**src/rtl/exc_entry_pkg.sv**
```systemverilog
package exc_entry_pkg;
  parameter int XLEN      = 32;
  parameter int TYPE_W    = 4;
  parameter int CODE_W    = 10;
  parameter int VEC_SHIFT = 8;
  parameter logic [19:0] HI_VEC_ADD = 20'hFFC00;

  typedef enum logic [TYPE_W-1:0] {
    EXC_NONE  = 4'd0,  EXC_RESET = 4'd1,  EXC_MCHK  = 4'd2,  EXC_DFLT = 4'd3,
    EXC_IFLT  = 4'd4,  EXC_EXT   = 4'd5,  EXC_ALIGN = 4'd6,  EXC_PROG = 4'd7,
    EXC_NOFP  = 4'd8,  EXC_DECR  = 4'd9,  EXC_SYSC  = 4'd12, EXC_TRACE = 4'd13,
    EXC_FPAST = 4'd14
  } exc_e;

  typedef enum logic [1:0] {PS_FP = 2'd0, PS_ILL = 2'd1, PS_PRIV = 2'd2, PS_TRAP = 2'd3} psub_e;

  // machine state bit positions
  localparam int MB_LE  = 0;
  localparam int MB_RI  = 1;
  localparam int MB_DR  = 4;
  localparam int MB_IR  = 5;
  localparam int MB_IP  = 6;
  localparam int MB_FE1 = 8;
  localparam int MB_BE  = 9;
  localparam int MB_SE  = 10;
  localparam int MB_FE0 = 11;
  localparam int MB_ME  = 12;
  localparam int MB_FP  = 13;
  localparam int MB_PR  = 14;
  localparam int MB_EE  = 15;
  localparam int MB_ILE = 16;
  localparam int MB_POW = 18;

  // cause bitfield positions
  localparam int CB_XLATE  = 0;
  localparam int CB_PROT   = 1;
  localparam int CB_NSUP   = 2;
  localparam int CB_DIRECT = 3;
  localparam int CB_STORE  = 4;
  localparam int CB_EXTCTL = 5;
  localparam int CB_NOEXEC = 6;
  localparam int CB_GUARD  = 7;
  localparam int CB_PSUB   = 8;

  // status word bit positions
  localparam int SB_NSUP   = 31;
  localparam int SB_XLATE  = 30;
  localparam int SB_NOEXEC = 28;
  localparam int SB_PROT   = 27;
  localparam int SB_DIRECT = 26;
  localparam int SB_STORE  = 25;
  localparam int SB_EXTCTL = 20;
  localparam int SB_PFP    = 20;
  localparam int SB_PILL   = 19;
  localparam int SB_PPRIV  = 18;
  localparam int SB_PTRAP  = 17;
  localparam int SB_PANY   = 16;
  localparam int HALF      = XLEN / 2;
endpackage

```
**src/rtl/exc_gate.sv**
```systemverilog
module exc_gate
  import exc_entry_pkg::*;
(
  input  logic  valid_i,
  input  exc_e  typ_i,
  input  psub_e psub_i,
  input  logic  ee_i,
  input  logic  me_i,
  input  logic  fe0_i,
  input  logic  fe1_i,
  output logic  take_o,
  output logic  drop_o,
  output logic  stop_o
);
  always_comb begin
    take_o = 1'b0;
    drop_o = 1'b0;
    stop_o = 1'b0;
    if (valid_i) begin
      unique case (typ_i)
        EXC_EXT, EXC_DECR: take_o = ee_i;          // defer while disabled
        EXC_MCHK: begin
          take_o = me_i;
          stop_o = !me_i;
        end
        EXC_PROG: begin
          if (psub_i == PS_FP && !fe0_i && !fe1_i) drop_o = 1'b1;
          else                                     take_o = 1'b1;
        end
        EXC_RESET, EXC_DFLT, EXC_IFLT, EXC_ALIGN, EXC_NOFP,
        EXC_SYSC, EXC_TRACE, EXC_FPAST: take_o = 1'b1;
        default: drop_o = 1'b1;
      endcase
    end
  end
endmodule

```
**src/rtl/exc_cause_enc.sv**
```systemverilog
module exc_cause_enc
  import exc_entry_pkg::*;
(
  input  exc_e              typ_i,
  input  logic [CODE_W-1:0] code_i,
  input  logic [XLEN-1:0]   msr_i,
  output logic [XLEN-1:0]   srr1_o,
  output logic [XLEN-1:0]   dsisr_o,
  output logic              cur_o
);
  logic [XLEN-1:0] low_half;
  logic [XLEN-1:0] prog_bits;
  psub_e           psub;

  assign low_half = {{HALF{1'b0}}, msr_i[HALF-1:0]};
  assign psub     = psub_e'(code_i[CB_PSUB +: 2]);

  // one program cause bit per sub-kind, placed by generate
  for (genvar g = 0; g < 4; g++) begin : g_prog
    assign prog_bits[SB_PFP-g] = (psub == psub_e'(g));
  end
  assign prog_bits[SB_PFP-4:0]      = '0;
  assign prog_bits[XLEN-1:SB_PFP+1] = '0;

  always_comb begin
    srr1_o  = msr_i;
    dsisr_o = '0;
    cur_o   = 1'b0;
    unique case (typ_i)
      EXC_DFLT: begin
        srr1_o = low_half;
        if (code_i[CB_XLATE])     dsisr_o[SB_XLATE] = 1'b1;
        else if (code_i[CB_PROT]) dsisr_o[SB_PROT]  = 1'b1;
        else if (code_i[CB_NSUP]) begin
          dsisr_o[SB_NSUP]   = 1'b1;
          dsisr_o[SB_DIRECT] = code_i[CB_DIRECT];
        end
        dsisr_o[SB_STORE]  = code_i[CB_STORE];
        dsisr_o[SB_EXTCTL] = code_i[CB_EXTCTL];
      end
      EXC_IFLT: begin
        srr1_o = low_half;
        if (code_i[CB_XLATE])
          srr1_o[SB_XLATE] = 1'b1;
        else if (code_i[CB_NOEXEC] || code_i[CB_GUARD] || code_i[CB_DIRECT])
          srr1_o[SB_NOEXEC] = 1'b1;
        else
          srr1_o[SB_PROT] = 1'b1;
      end
      EXC_PROG: begin
        srr1_o = low_half | prog_bits;
        srr1_o[SB_PANY] = 1'b1;
        cur_o  = 1'b1;
      end
      EXC_ALIGN, EXC_NOFP: cur_o = 1'b1;
      default: ;
    endcase
  end
endmodule

```
**src/rtl/exc_msr_next.sv**
```systemverilog
module exc_msr_next
  import exc_entry_pkg::*;
(
  input  exc_e            typ_i,
  input  logic [XLEN-1:0] msr_i,
  output logic [XLEN-1:0] msr_o,
  output logic [XLEN-1:0] vec_o
);
  localparam logic [XLEN-1:0] CLR_MASK =
      (XLEN'(1) << MB_POW) | (XLEN'(1) << MB_EE)  | (XLEN'(1) << MB_PR)  |
      (XLEN'(1) << MB_FP)  | (XLEN'(1) << MB_FE0) | (XLEN'(1) << MB_SE)  |
      (XLEN'(1) << MB_BE)  | (XLEN'(1) << MB_FE1) | (XLEN'(1) << MB_IR)  |
      (XLEN'(1) << MB_DR)  | (XLEN'(1) << MB_RI);

  logic [XLEN-1:0] num;

  always_comb begin
    msr_o        = msr_i & ~CLR_MASK;
    msr_o[MB_LE] = msr_i[MB_ILE];
    if (typ_i == EXC_MCHK) msr_o[MB_ME] = 1'b0;
    num = XLEN'(typ_i);
    if (typ_i == EXC_RESET && msr_i[MB_IP]) num = num + XLEN'(HI_VEC_ADD);
    vec_o = num << VEC_SHIFT;
  end
endmodule

```
**src/rtl/exc_entry.sv**
```systemverilog
module exc_entry
  import exc_entry_pkg::*;
(
  input  logic              clk_i,
  input  logic              rst_ni,
  input  logic              req_i,
  input  logic [TYPE_W-1:0] type_i,
  input  logic [CODE_W-1:0] code_i,
  input  logic [XLEN-1:0]   nip_i,
  input  logic [XLEN-1:0]   msr_i,
  output logic              commit_o,
  output logic              drop_o,
  output logic              flush_o,
  output logic              checkstop_o,
  output logic [XLEN-1:0]   srr0_o,
  output logic [XLEN-1:0]   srr1_o,
  output logic [XLEN-1:0]   dsisr_o,
  output logic [XLEN-1:0]   msr_o,
  output logic [XLEN-1:0]   vector_o
);
  exc_e            typ;
  logic            valid, take, drop, stop, cur;
  logic [XLEN-1:0] srr1_d, dsisr_d, msr_d, vec_d, srr0_d;

  assign typ   = exc_e'(type_i);
  assign valid = req_i && !commit_o && !drop_o && !checkstop_o;

  exc_gate i_gate (
    .valid_i (valid),
    .typ_i   (typ),
    .psub_i  (psub_e'(code_i[CB_PSUB +: 2])),
    .ee_i    (msr_i[MB_EE]),
    .me_i    (msr_i[MB_ME]),
    .fe0_i   (msr_i[MB_FE0]),
    .fe1_i   (msr_i[MB_FE1]),
    .take_o  (take),
    .drop_o  (drop),
    .stop_o  (stop)
  );

  exc_cause_enc i_cause (
    .typ_i   (typ),
    .code_i  (code_i),
    .msr_i   (msr_i),
    .srr1_o  (srr1_d),
    .dsisr_o (dsisr_d),
    .cur_o   (cur)
  );

  exc_msr_next i_next (
    .typ_i (typ),
    .msr_i (msr_i),
    .msr_o (msr_d),
    .vec_o (vec_d)
  );

  assign srr0_d = cur ? nip_i - XLEN'(4) : nip_i;

  always_ff @(posedge clk_i or negedge rst_ni) begin
    if (!rst_ni) begin
      commit_o    <= 1'b0;
      drop_o      <= 1'b0;
      flush_o     <= 1'b0;
      checkstop_o <= 1'b0;
    end else begin
      commit_o <= take;
      drop_o   <= drop;
      flush_o  <= take;
      if (stop) checkstop_o <= 1'b1;
    end
  end

  always_ff @(posedge clk_i or negedge rst_ni) begin
    if (!rst_ni) begin
      srr0_o   <= '0;
      srr1_o   <= '0;
      dsisr_o  <= '0;
      msr_o    <= '0;
      vector_o <= '0;
    end else if (take) begin
      srr0_o   <= srr0_d;
      srr1_o   <= srr1_d;
      dsisr_o  <= dsisr_d;
      msr_o    <= msr_d;
      vector_o <= vec_d;
    end
  end
endmodule

```
**config.mk**
```make
export PLATFORM = sky130hd
export DESIGN_NAME = exc_entry
export DESIGN_NICKNAME = d
export VERILOG_FILES = /design/src/rtl/exc_entry_pkg.sv /design/src/rtl/exc_gate.sv /design/src/rtl/exc_cause_enc.sv /design/src/rtl/exc_msr_next.sv /design/src/rtl/exc_entry.sv
export SDC_FILE = /design/constraint.sdc
export NUM_CORES = 1
export LEC_CHECK = 0
export ABC_AREA = 1
export BUFFER_PORTS_ARGS = -buffer_cell sky130_fd_sc_hd__buf_4
export CAP_MARGIN = 30
export CELL_PAD_IN_SITES_DETAIL_PLACEMENT = 1
export CELL_PAD_IN_SITES_GLOBAL_PLACEMENT = 1
export CORE_MARGIN = 2
export CORE_UTILIZATION = 25
export CTS_CLUSTER_SIZE = 30
export DETAILED_ROUTE_END_ITERATION = 7
export PLACE_DENSITY = 0.65
export REMOVE_ABC_BUFFERS = 1
export SETUP_SLACK_MARGIN = 0.1
export SLEW_MARGIN = 20
export SYNTH_ARGS = -nofsm -noshare
export SYNTH_HDL_FRONTEND = slang
export SYNTH_SLANG_ARGS = --single-unit
```
**constraint.sdc**
```tcl
create_clock -name clk_i -period 1.8 [get_ports clk_i]
set_input_delay 0.27 -clock clk_i [delete_from_list [all_inputs] [get_ports clk_i]]
set_output_delay 0.27 -clock clk_i [all_outputs]
set_load 0.02 [all_outputs]
```
* Word level (Yosys, flattened, before mapping)
Index checks and enable logic that the tools add are counted.
** Cells by class
- Add/sub/neg operators :: 2
- Eq/ne operators :: 15
- Muxes and demuxes :: 27
- Bitwise gates (word level) :: 1
- Reduce and logical (&&, ||, !) cells :: 19
** Operators with widths (number)
- $pmux W32 S3 :: 1
- $mux W32 :: 1
- $sub A32 B3 Y32 const B :: 1
- $mux W24 :: 1
- $add A4 B20 Y21 const B :: 1
- $or A16 B21 Y21 :: 1
- $eq A4 B4 Y1 const B :: 5
- $mux W1 :: 18
- $eq A4 B3 Y1 const B :: 4
- $reduce_or A11 Y1 :: 1
- $eq A4 B2 Y1 const B :: 2
- $reduce_or A8 Y1 :: 1
- $logic_and A1 B1 Y1 :: 6
- $logic_not A1 Y1 :: 6
- $mux W2 :: 3
- $eq A2 B2 Y1 const B :: 2
- $eq A4 B1 Y1 const B :: 1
- $pmux W1 S4 :: 1
- $mux W3 :: 1
- $reduce_or A3 Y1 :: 1
- $eq A2 B1 Y1 const B :: 1
- $logic_not A2 Y1 :: 1
- $logic_or A1 B1 Y1 :: 2
- $pmux W1 S2 :: 1
- $reduce_or A2 Y1 :: 1
** Storage, ports and cells
- Bits in registers :: 118
- Input bits :: 81
- Output and inout port bits :: 164
- Word-level logic and storage cells :: 72

* Depth between registers and ports, before layout
Gate-level depths: netlist of the first run.
- Depth after elaboration :: 6
- Gate-level depth with buffers :: 13
- Mapped depth without buffers :: 10

* Cells and area by module
Synthesis of the first run repeated with hierarchy kept, for this count alone.
** Second synthesis, totals
- Cell total of the unflattened synthesis :: 1084
- Area, all modules :: 8289.2 um^2
** Modules (own cells, without submodules)
- exc_entry :: times used 1, cells each 859, area an instance 6979.2 um^2, seq. area each 4078.9 um^2
- exc_cause_enc :: times used 1, cells each 119, area an instance 665.6 um^2, seq. area each 0.0 um^2
- exc_msr_next :: times used 1, cells each 71, area an instance 503.0 um^2, seq. area each 0.0 um^2
- exc_gate :: times used 1, cells each 35, area an instance 141.4 um^2, seq. area each 0.0 um^2

* Least setup slack after synthesis of the first run
OpenSTA, ideal clock, no wires.
- Path kind :: register to register
- Start :: register, netlist name flush_o
- End :: register srr0_o[9]
- Setup time :: 0.123 ns
- Data arrival time :: 1.370 ns
- Required time :: 1.677 ns
- Setup slack :: 0.307 ns
- Stages on the path, launching flop included :: 9
- Path buffers :: 3
- Clock period less this slack :: 1.493 ns
- Cells stage by stage :: dfrtp_1 nor2_1 nand3_1 o21bai_2 buf_6 buf_6 buf_6 nand2_1 nand2_1
** RTL lines
- to (signal assigned) :: RTL line exc_entry.sv:81 : srr0_o <= srr0_d;
- to (decl) :: RTL line exc_entry.sv:15 : output logic [XLEN-1:0] srr0_o,

==> flow_summary.json, run 1 <==
{
  "synthMuxAreaShare_pct": 0,
  "ys_types": 30,
  "slew_viol_final": 0,
  "core_area_um2": 20890,
  "fin_ws_ns": 0.2918,
  "cp.arrival_ns": 1.73,
  "post_drt_wl_per_cell_um": 13.83,
  "worstPathRequired_ns": 2.02,
  "dp_slack_ns": 0.04288,
  "clock_skew_ns": 0.009577,
  "start_kind": "flop",
  "drv_cap": 0,
  "post-route-util_pct": 34.08,
  "synth.top_cell.area_share_pct": 44.51,
  "dp_cells": 1156,
  "synth_most_common_cell": "nand2_1",
  "ir_drop_mv": 0.3852,
  "synth_top_family_by_area": "simple AND/OR/NAND/NOR gates",
  "clock-sinks": 94,
  "yosys_warnings": 0,
  "stdcell_count": 1173,
  "cts.htree.levels": 3,
  "initial_core_util_pct": 25.30,
  "placed_cell_area_um2": 6785,
  "synth-seq-cells": 94,
  "finalCritPeriodShare_pct": 83.79,
  "synth_compound_area_share_pct": 5.563,
  "grt_use_total_pct": 14.49,
  "clock_path_buffers": 2,
  "path_delay_family": "flip-flops",
  "die-area_um2": 22320,
  "nNetsFinal": 975,
  "cpPeakStageDelay_ns": 0.41,
  "grt_pass1_vias": 4981,
  "vias_per_cell": 4.193,
  "cp.depth": 6,
  "gp_congestion": 0.8043,
  "crit_fanout": 55,
  "drt_iter0_drc": 127,
  "ant_nets": 0,
  "clk_latency_ns": 0.35,
  "drive_above_1_share_pct": 25.95,
  "io_buffers": 189,
  "syn_area_um2": 5285,
  "dr.pass1.iters": 4,
  "drc_errors": 0,
  "grt_overflow_total": 0,
  "antenna_found_initial": 0,
  "synth_commonest_cells": "nand2_1 (274), dfrtp_1 (94), buf_4 (72), nor2_1 (59), inv_1 (55)",
  "wirelength_um": 16220,
  "rows": 53,
  "synth-xor-area-share_pct": 1.326,
  "ctsResizeCount": 0,
  "fin_area_um2": 7118,
  "end_kind": "flop",
  "rsz0062_at_grt": "false",
  "synthSimpleGateAreaFrac_pct": 30.85,
  "yosys_most_used_dff": "dfrtp_1",
  "cts_setup_buffers": 0,
  "finalSetupViolations": 0,
  "crit_path_top_delay_cell": "dfrtp_1",
  "status": "completed",
  "n_fill_cell": 2626,
  "synthAdderAreaFrac_pct": 0.2367,
  "syn_inst": 712,
  "clock.fmax_mhz": 663.0,
  "hold_path_class": "primary input to flop",
  "synth_edf_count": 0,
  "syn2layout_area_growth_pct": 34.68,
  "dp_hpwl_um": 12480,
  "clk_pin_slew_ns": 0.07,
  "die_w_um": 149.4,
  "hold_violations": 0,
  "ff2ff_path_depth": 6,
  "synthTopCellsByArea": "dfrtp_1 (45%), nand2_1 (19%), buf_4 (10%)",
  "hold_depth": 3,
  "syn-mean-instance-area_um2": 7.423,
  "async_flop_share_pct": 100.0,
  "grt_first_pass_wirelength_um": 25760,
  "critPathKind": "flop to flop",
  "root_buffer": "clkbuf_16",
  "cts_tree": "done",
  "grt_max_degree": 56,
  "cp_num_buf_inv": 1,
  "timing.hold.ws_ns": 0.1110,
  "ys_seq_area_share_pct": 44.51,
  "p_leak_uw": 0.003981,
  "p_per_area_nw_per_um2": 665.9,
  "io_pins": 245,
  "yosysTopAreaCell": "dfrtp_1",
  "cp_cell_sequence": "nor2_1 -> nand3_1 -> o21bai_4 -> buf_12 -> nand2_1 -> o21ai_0",
  "vias": 4918,
  "n_antenna_cell": 0,
  "cts_buffers": 9,
  "die_y_um": 149.4,
  "fin_crit_ns": 1.508
}
[path summary, 6_finish.rpt]
check,start,slack (ns),endpoint
setup / recovery,flush_o$_DFF_PN0_,0.29,srr1_o[21]$_DFFE_PN0P_
hold / removal,msr_i[14],0.11,srr1_o[14]$_DFFE_PN0P_
setup reg to reg,flush_o$_DFF_PN0_,0.29,srr1_o[21]$_DFFE_PN0P_
hold reg to reg,srr0_o[19]$_DFFE_PN0P_,0.48,srr0_o[19]$_DFFE_PN0P_
max in group asynchronous,rst_ni,0.83,srr1_o[11]$_DFFE_PN0P_
min in group asynchronous,rst_ni,0.41,dsisr_o[27]$_DFFE_PN0P_
[where the power goes]
| group | internal [uW] | switching (uW) | total, uW |
|---|---|---|---|
| logic | 184 | 336 | 520 |
| clock network | 1230 | 884 | 2110 |
| registers | 2110 | 0 | 2110 |
| total | 3520 | 1220 | 4740 |
[kinds of logic (layout without fill, tap and decap cells)]
group                    count (synthesis)  after routing
adder cells (fa/ha/maj)                  1              1
XOR/XNOR                                 8              8
flip-flops                              94             94
other                                    1             55
AO/OA/AOI/OAI                           54             54
AND/OR/NAND/NOR                        403            403
buffers and inverters                  151            283
[registers in the layout (all words and copies together), names as in the netlist]
register / cells
vector_o: 5
srr1_o: 32
flush_o: 1
msr_o: 16
srr0_o: 32
dsisr_o: 6
drop_o: 1
checkstop_o: 1
[per-layer routing]
metal | vias up | track usage [%] | wire [um] | part of all wire, %
met5 | - | 0 | 0 | 0
met4 | 0 | 4.714 | 270 | 1.7
met3 | 16 | 2.324 | 918 | 5.7
met2 | 147 | 24.63 | 7736 | 48
met1 | 2309 | 18.77 | 7295 | 45
li1 | 2446 | - | - | -
[layout by cell type (no fill, tap or decap), drive strengths merged, types with 3 or more instances in the layout]
cell    Yosys  layout
clkbuf      2       9
o22ai       3       3
nand2     275     275
xor2        5       5
nand3      50      50
dfrtp      94      94
o21bai      3       3
buf        90     207
nand4       8       8
nor2       63      63
clkinv      1       4
xnor2       3       3
inv        58      59
conb        1      55
o21ai      44      44
nor3        5       5
[area by class of cell]
| type | instances | area (um^2) | share of cell area (%) |
|---|---|---|---|
| inverters | 59 | 221.5 | 3.111 |
| flip-flops and latches | 94 | 2352 | 33.05 |
| repair buffers | 208 | 1652 | 23.20 |
| well taps | 275 | 344.1 | 4.834 |
| clock buffers | 9 | 225.2 | 3.164 |
| clock inverters | 7 | 97.59 | 1.371 |
| multi-input cells | 521 | 2226 | 31.27 |
[through the flow]
step	TNS, ns	power, uW
6_report	0	4740
5_1_grt	0	4960
4_1_cts	0	4847
3_5_place_dp	0	2674
3_3_place_gp	0	2670
2_1_floorplan	-121.06	2386
[what timing repair did]
item	CTS	global route
hold buffers	1	0
endpoints found under the setup margin	0	0
endpoints found under the hold margin	28	0
[worst min-delay path: stages]
cell and delay [ns]:
buf_4 0.08, nand2_1 0.04, nand2_1 0.04
Note: power is estimated with default switching activity, not from simulation.
==> run 2: changes to the inputs <==
- PLACE_DENSITY: 0.65 -> 0.67
- clock period: 1.8 -> 1.27 ns (I/O delays scaled with it)
==> flow_summary.json, run 2 (synthesized netlist as in run 1, its figures left out) <==
{
  "gp_congestion": 0.7664,
  "status": "finished, violations left",
  "antenna_found_initial": 0,
  "nNetsFinal": 1051,
  "rows": 53,
  "n_antenna_cell": 0,
  "cp.arrival_ns": 1.68,
  "core_area_um2": 20890,
  "clock.fmax_mhz": 685.9,
  "die_w_um": 149.4,
  "critPathKind": "flop to flop",
  "rsz0062_at_grt": "true",
  "worst_pin_slew_ns": 0.5138,
  "post_drt_wl_per_cell_um": 14.90,
  "io_pins": 245,
  "wirelength_um": 18620,
  "dp_slack_ns": -0.3518,
  "setup_tns_ns": -11.84,
  "timing.hold.ws_ns": 0.03292,
  "p_leak_uw": 0.004514,
  "clock_skew_ns": 0.008490,
  "finalSetupViolations": 95,
  "p_per_area_nw_per_um2": 800.9,
  "drive_above_1_share_pct": 37.99,
  "clk_pin_slew_ns": 0.08,
  "crit_fanout": 5,
  "dp_hpwl_um": 13040,
  "violations": "negative setup slack",
  "drv_cap": 0,
  "end_kind": "flop",
  "root_buffer": "clkbuf_16",
  "grt_pass1_vias": 5498,
  "cp_num_buf_inv": 1,
  "cpPeakStageDelay_ns": 0.40,
  "cp_cell_sequence": "nor2_2 -> nand3_2 -> o21bai_4 -> bufbuf_16 -> nand2_1 -> nand2_1",
  "drt_iter0_drc": 132,
  "path_delay_family": "flip-flops",
  "final_common_cell": "buf_4",
  "start_kind": "flop",
  "vias_per_cell": 4.287,
  "slew_viol_final": 0,
  "clock-sinks": 94,
  "io_buffers": 189,
  "cts_buffers": 9,
  "ant_nets": 0,
  "layout_common_cells": "buf_4 (244), nand2_1 (237), dfrtp_1 (93)",
  "hold_path_class": "primary input to flop",
  "hold_violations": 0,
  "vias": 5355,
  "grt_first_pass_wirelength_um": 27790,
  "syn2layout_area_growth_pct": 54.66,
  "grt_use_total_pct": 15.73,
  "crit_path_frequent_cell": "nand2_1",
  "die-area_um2": 22320,
  "initial_core_util_pct": 25.30,
  "worstPathRequired_ns": 1.49,
  "post-route-util_pct": 39.13,
  "fin_crit_ns": 1.458,
  "cts.htree.levels": 3,
  "grt_overflow_total": 0,
  "fin_ws_ns": -0.1880,
  "cts_tree": "done",
  "crit_path_top_delay_cell": "dfrtp_1",
  "clock_path_buffers": 2,
  "slew_headroom_pct": 65.65,
  "grt_max_degree": 53,
  "finalCritPeriodShare_pct": 114.8,
  "top_regs": "srr0_o x32, srr1_o x32, msr_o x16",
  "dr.pass1.iters": 4,
  "ir_drop_mv": 0.5474,
  "clk_latency_ns": 0.35,
  "drc_errors": 0,
  "die_y_um": 149.4
}
## run 2: changes by cell type in the layout (fill, tap and decap cells not counted), sizes merged
cell and change:
bufinv -2, clkbuf +6, o21bai +1, clkinv -1, buf +67, inv +2
bufbuf +2, clkinvlp +1
## run 2: worst min-delay path, delay by kind of cell
| kind | cells | cell delay [ns] |
|---|---|---|
| buffers and inverters | 1 | 0.08 |
| AND/OR/NAND/NOR | 2 | 0.09 |
## run 2: path summary, 6_finish.rpt
| path | start | endpoint | slack [ns] | cells past startpoint |
|---|---|---|---|---|
| worst max-delay path | flush_o$_DFF_PN0_ | msr_o[24]$_DFFE_PN0P_ | -0.19 | 6 |
| worst min-delay path | msr_i[3] | srr1_o[3]$_DFFE_PN0P_ | 0.03 | 3 |
| worst max register to register | flush_o$_DFF_PN0_ | msr_o[24]$_DFFE_PN0P_ | -0.19 | 6 |
| worst min register to register | srr0_o[5]$_DFFE_PN0P_ | srr0_o[5]$_DFFE_PN0P_ | 0.48 | 2 |
| max in group asynchronous | rst_ni | vector_o[26]$_DFFE_PN0P_ | 0.58 | 3 |
| min in group asynchronous | rst_ni | msr_o[25]$_DFFE_PN0P_ | 0.18 | 2 |
## run 2: timing repair
item / CTS / global route
pin swaps: 2 / 4
buffers inserted: 6 / 5
endpoints found under the setup margin: 107 / 107
endpoints found under the hold margin: 94 / 0
gates cloned: 5 / 7
gates resized for setup: 59 / 76
hold buffers: 1 / 0
## run 2: final cells by class
class / count / area, um^2
well taps: 275 / 344.1
clock buffers: 9 / 225.2
repair buffers: 283 / 2497
fillers: 2542 / 12710
inverters: 59 / 221.5
clock inverters: 7 / 63.81
multi-input cells: 522 / 2469
flip-flops and latches: 94 / 2354
## run 2: layer usage
| layer | vias to the layer above | wire length [um] | global-route usage [%] |
|---|---|---|---|
| li1 | 2606 | - | - |
| met4 | 0 | 257 | 4.000 |
| met1 | 2580 | 7968 | 19.83 |
| met3 | 18 | 1042 | 2.630 |
| met5 | - | 0 | 0 |
| met2 | 151 | 9347 | 27.87 |
## run 2: power by group
part / total (uW) / switching (uW) / internal [uW]
logic: 867 / 520 / 348
registers: 2990 / 0 / 2990
clock network: 2690 / 1320 / 1370
total: 6550 / 1840 / 4710
## run 2: through the flow
stage / cells / area (um^2) / total power, uW
floorplan: 674 / 4787 / 3382
detailed placement: 1211 / 7186 / 3894
global route: 1249 / 8174 / 6845
global placement: 1211 / 7186 / 3890
finish: 1249 / 8174 / 6546
CTS: 1239 / 7804 / 6628
==> run 3: changes to the inputs <==
- CORE_UTILIZATION: 25 -> 29
- HOLD_SLACK_MARGIN: default -> 0.02
- PLACE_DENSITY: 0.67 -> 0.76
==> flow_summary.json, run 3 (synthesized netlist as in run 1, its figures left out) <==
{
  "grt_first_pass_wirelength_um": 27950,
  "wirelength_um": 20060,
  "drc_errors": 0,
  "clock_skew_ns": 0.01063,
  "fin_ws_ns": -0.2019,
  "cts_buffers": 9,
  "clock_path_buffers": 2,
  "core_area_um2": 17900,
  "status": "finished, violations left",
  "vias_per_cell": 4.531,
  "ant_nets": 0,
  "rsz0062_at_grt": "true",
  "root_buffer": "clkbuf_16",
  "cts_tree": "done",
  "crit_path_frequent_cell": "buf_12",
  "io_pins": 245,
  "end_kind": "flop",
  "violations": "negative setup slack",
  "grt_max_degree": 59,
  "clock-sinks": 94,
  "grt_pass1_vias": 5459,
  "syn2layout_area_growth_pct": 59.26,
  "crit_fanout": 8,
  "crit_path_top_delay_cell": "dfrtp_1",
  "dr.pass1.iters": 5,
  "critPathKind": "flop to flop",
  "die-area_um2": 19320,
  "timing.hold.ws_ns": 0.03033,
  "hold_violations": 0,
  "slew_viol_final": 0,
  "drv_cap": 0,
  "finalSetupViolations": 92,
  "n_antenna_cell": 0,
  "post_drt_wl_per_cell_um": 16.48,
  "p_per_area_nw_per_um2": 828.8,
  "drt_iter0_drc": 154,
  "top_regs": "srr0_o x32, srr1_o x32, msr_o x16",
  "cp.arrival_ns": 1.70,
  "clk_latency_ns": 0.36,
  "io_buffers": 189,
  "layout_common_cells": "buf_4 (241), nand2_1 (224), dfrtp_1 (93)",
  "clk_pin_slew_ns": 0.08,
  "gp_congestion": 0.7912,
  "drive_above_1_share_pct": 39.98,
  "cp_cell_sequence": "nor2_2 -> nand3_4 -> o21bai_4 -> buf_12 -> buf_12 -> nand2_2 -> o21ai_1",
  "grt_use_total_pct": 17.75,
  "die_w_um": 139.0,
  "ir_drop_mv": 0.6240,
  "placed_cell_area_um2": 7163,
  "cts.htree.levels": 3,
  "start_kind": "flop",
  "die_y_um": 139.0,
  "fin_crit_ns": 1.472,
  "final_common_cell": "buf_4",
  "grt_overflow_total": 0,
  "clock.fmax_mhz": 679.4,
  "dp_hpwl_um": 12840,
  "nNetsFinal": 1065,
  "hold_path_class": "primary input to flop",
  "finalCritPeriodShare_pct": 115.9,
  "antenna_found_initial": 0,
  "vias": 5514,
  "cpPeakStageDelay_ns": 0.40,
  "initial_core_util_pct": 29.52,
  "rows": 49,
  "worstPathRequired_ns": 1.50,
  "p_leak_uw": 0.004617,
  "fin_area_um2": 8417
}
==> run 3: where the power goes <==
part / internal [uW] / leakage [uW] / switching (uW) / total, uW
sequential: 2990 / 0.00131 / 0 / 2990
clock: 1760 / 0.000162 / 1320 / 3080
combinational: 368 / 0.00315 / 538 / 906
total: 5110 / 0.00462 / 1860 / 6980
==> run 3: area by class of cell <==
type	instances	area [um^2]
fillers	2174	9485
repair buffers	297	2664
multi-input cells	522	2564
flip-flops and latches	94	2354
well taps	229	286.5
clock buffers	9	225.2
inverters	59	221.5
clock inverters	7	102.6
==> run 3: worst max-delay path: cells and delay by family, from the launching register on <==
family,cells,cell delay (ns)
flops,1,0.40
buf+inv,2,0.31
compound gates,2,0.28
simple gates,3,0.35
==> run 3: repair_timing <==
item / CTS / global route
pin swaps: 0 / 7
resized for setup: 28 / 135
hold buffers: 8 / 0
cloned: 0 / 16
endpoints found under the setup margin: 107 / 107
setup buffers: 5 / 9
hold endpoints to repair: 24 / 0
==> run 3: per-stage QoR <==
step | std cells | TNS (ns) | utilization, % | power, uW | setup slack (ns)
3_5_place_dp | 1168 | -29.53 | 40.01 | 3905 | -0.3871
5_1_grt | 1217 | -20.18 | 47.02 | 7233 | -0.2859
4_1_cts | 1194 | -9.385 | 42.82 | 7004 | -0.1548
3_3_place_gp | 1168 | -22.10 | 40.01 | 3892 | -0.2940
2_1_floorplan | 674 | -166.72 | - | 3382 | -1.950
6_report | 1217 | -13.51 | 47.02 | 6976 | -0.2019
==> run 3: per-layer routing <==
layer	track usage [%]	routed length [um]
met1	21.73	8311
met4	5.954	418
met2	31.79	10480
met3	2.831	846
met5	0	0
==> run 3: final timing paths <==
check | slack [ns] | from | cells past startpoint | endpoint
min in group asynchronous | 0.26 | rst_ni | 2 | srr1_o[31]$_DFFE_PN0P_
min reg2reg | 0.49 | srr1_o[9]$_DFFE_PN0P_ | 2 | srr1_o[9]$_DFFE_PN0P_
min | 0.03 | msr_i[9] | 3 | srr1_o[9]$_DFFE_PN0P_
max | -0.20 | drop_o$_DFF_PN0_ | 7 | srr1_o[8]$_DFFE_PN0P_
max reg2reg | -0.20 | drop_o$_DFF_PN0_ | 7 | srr1_o[8]$_DFFE_PN0P_
max in group asynchronous | 0.44 | rst_ni | 3 | vector_o[26]$_DFFE_PN0P_
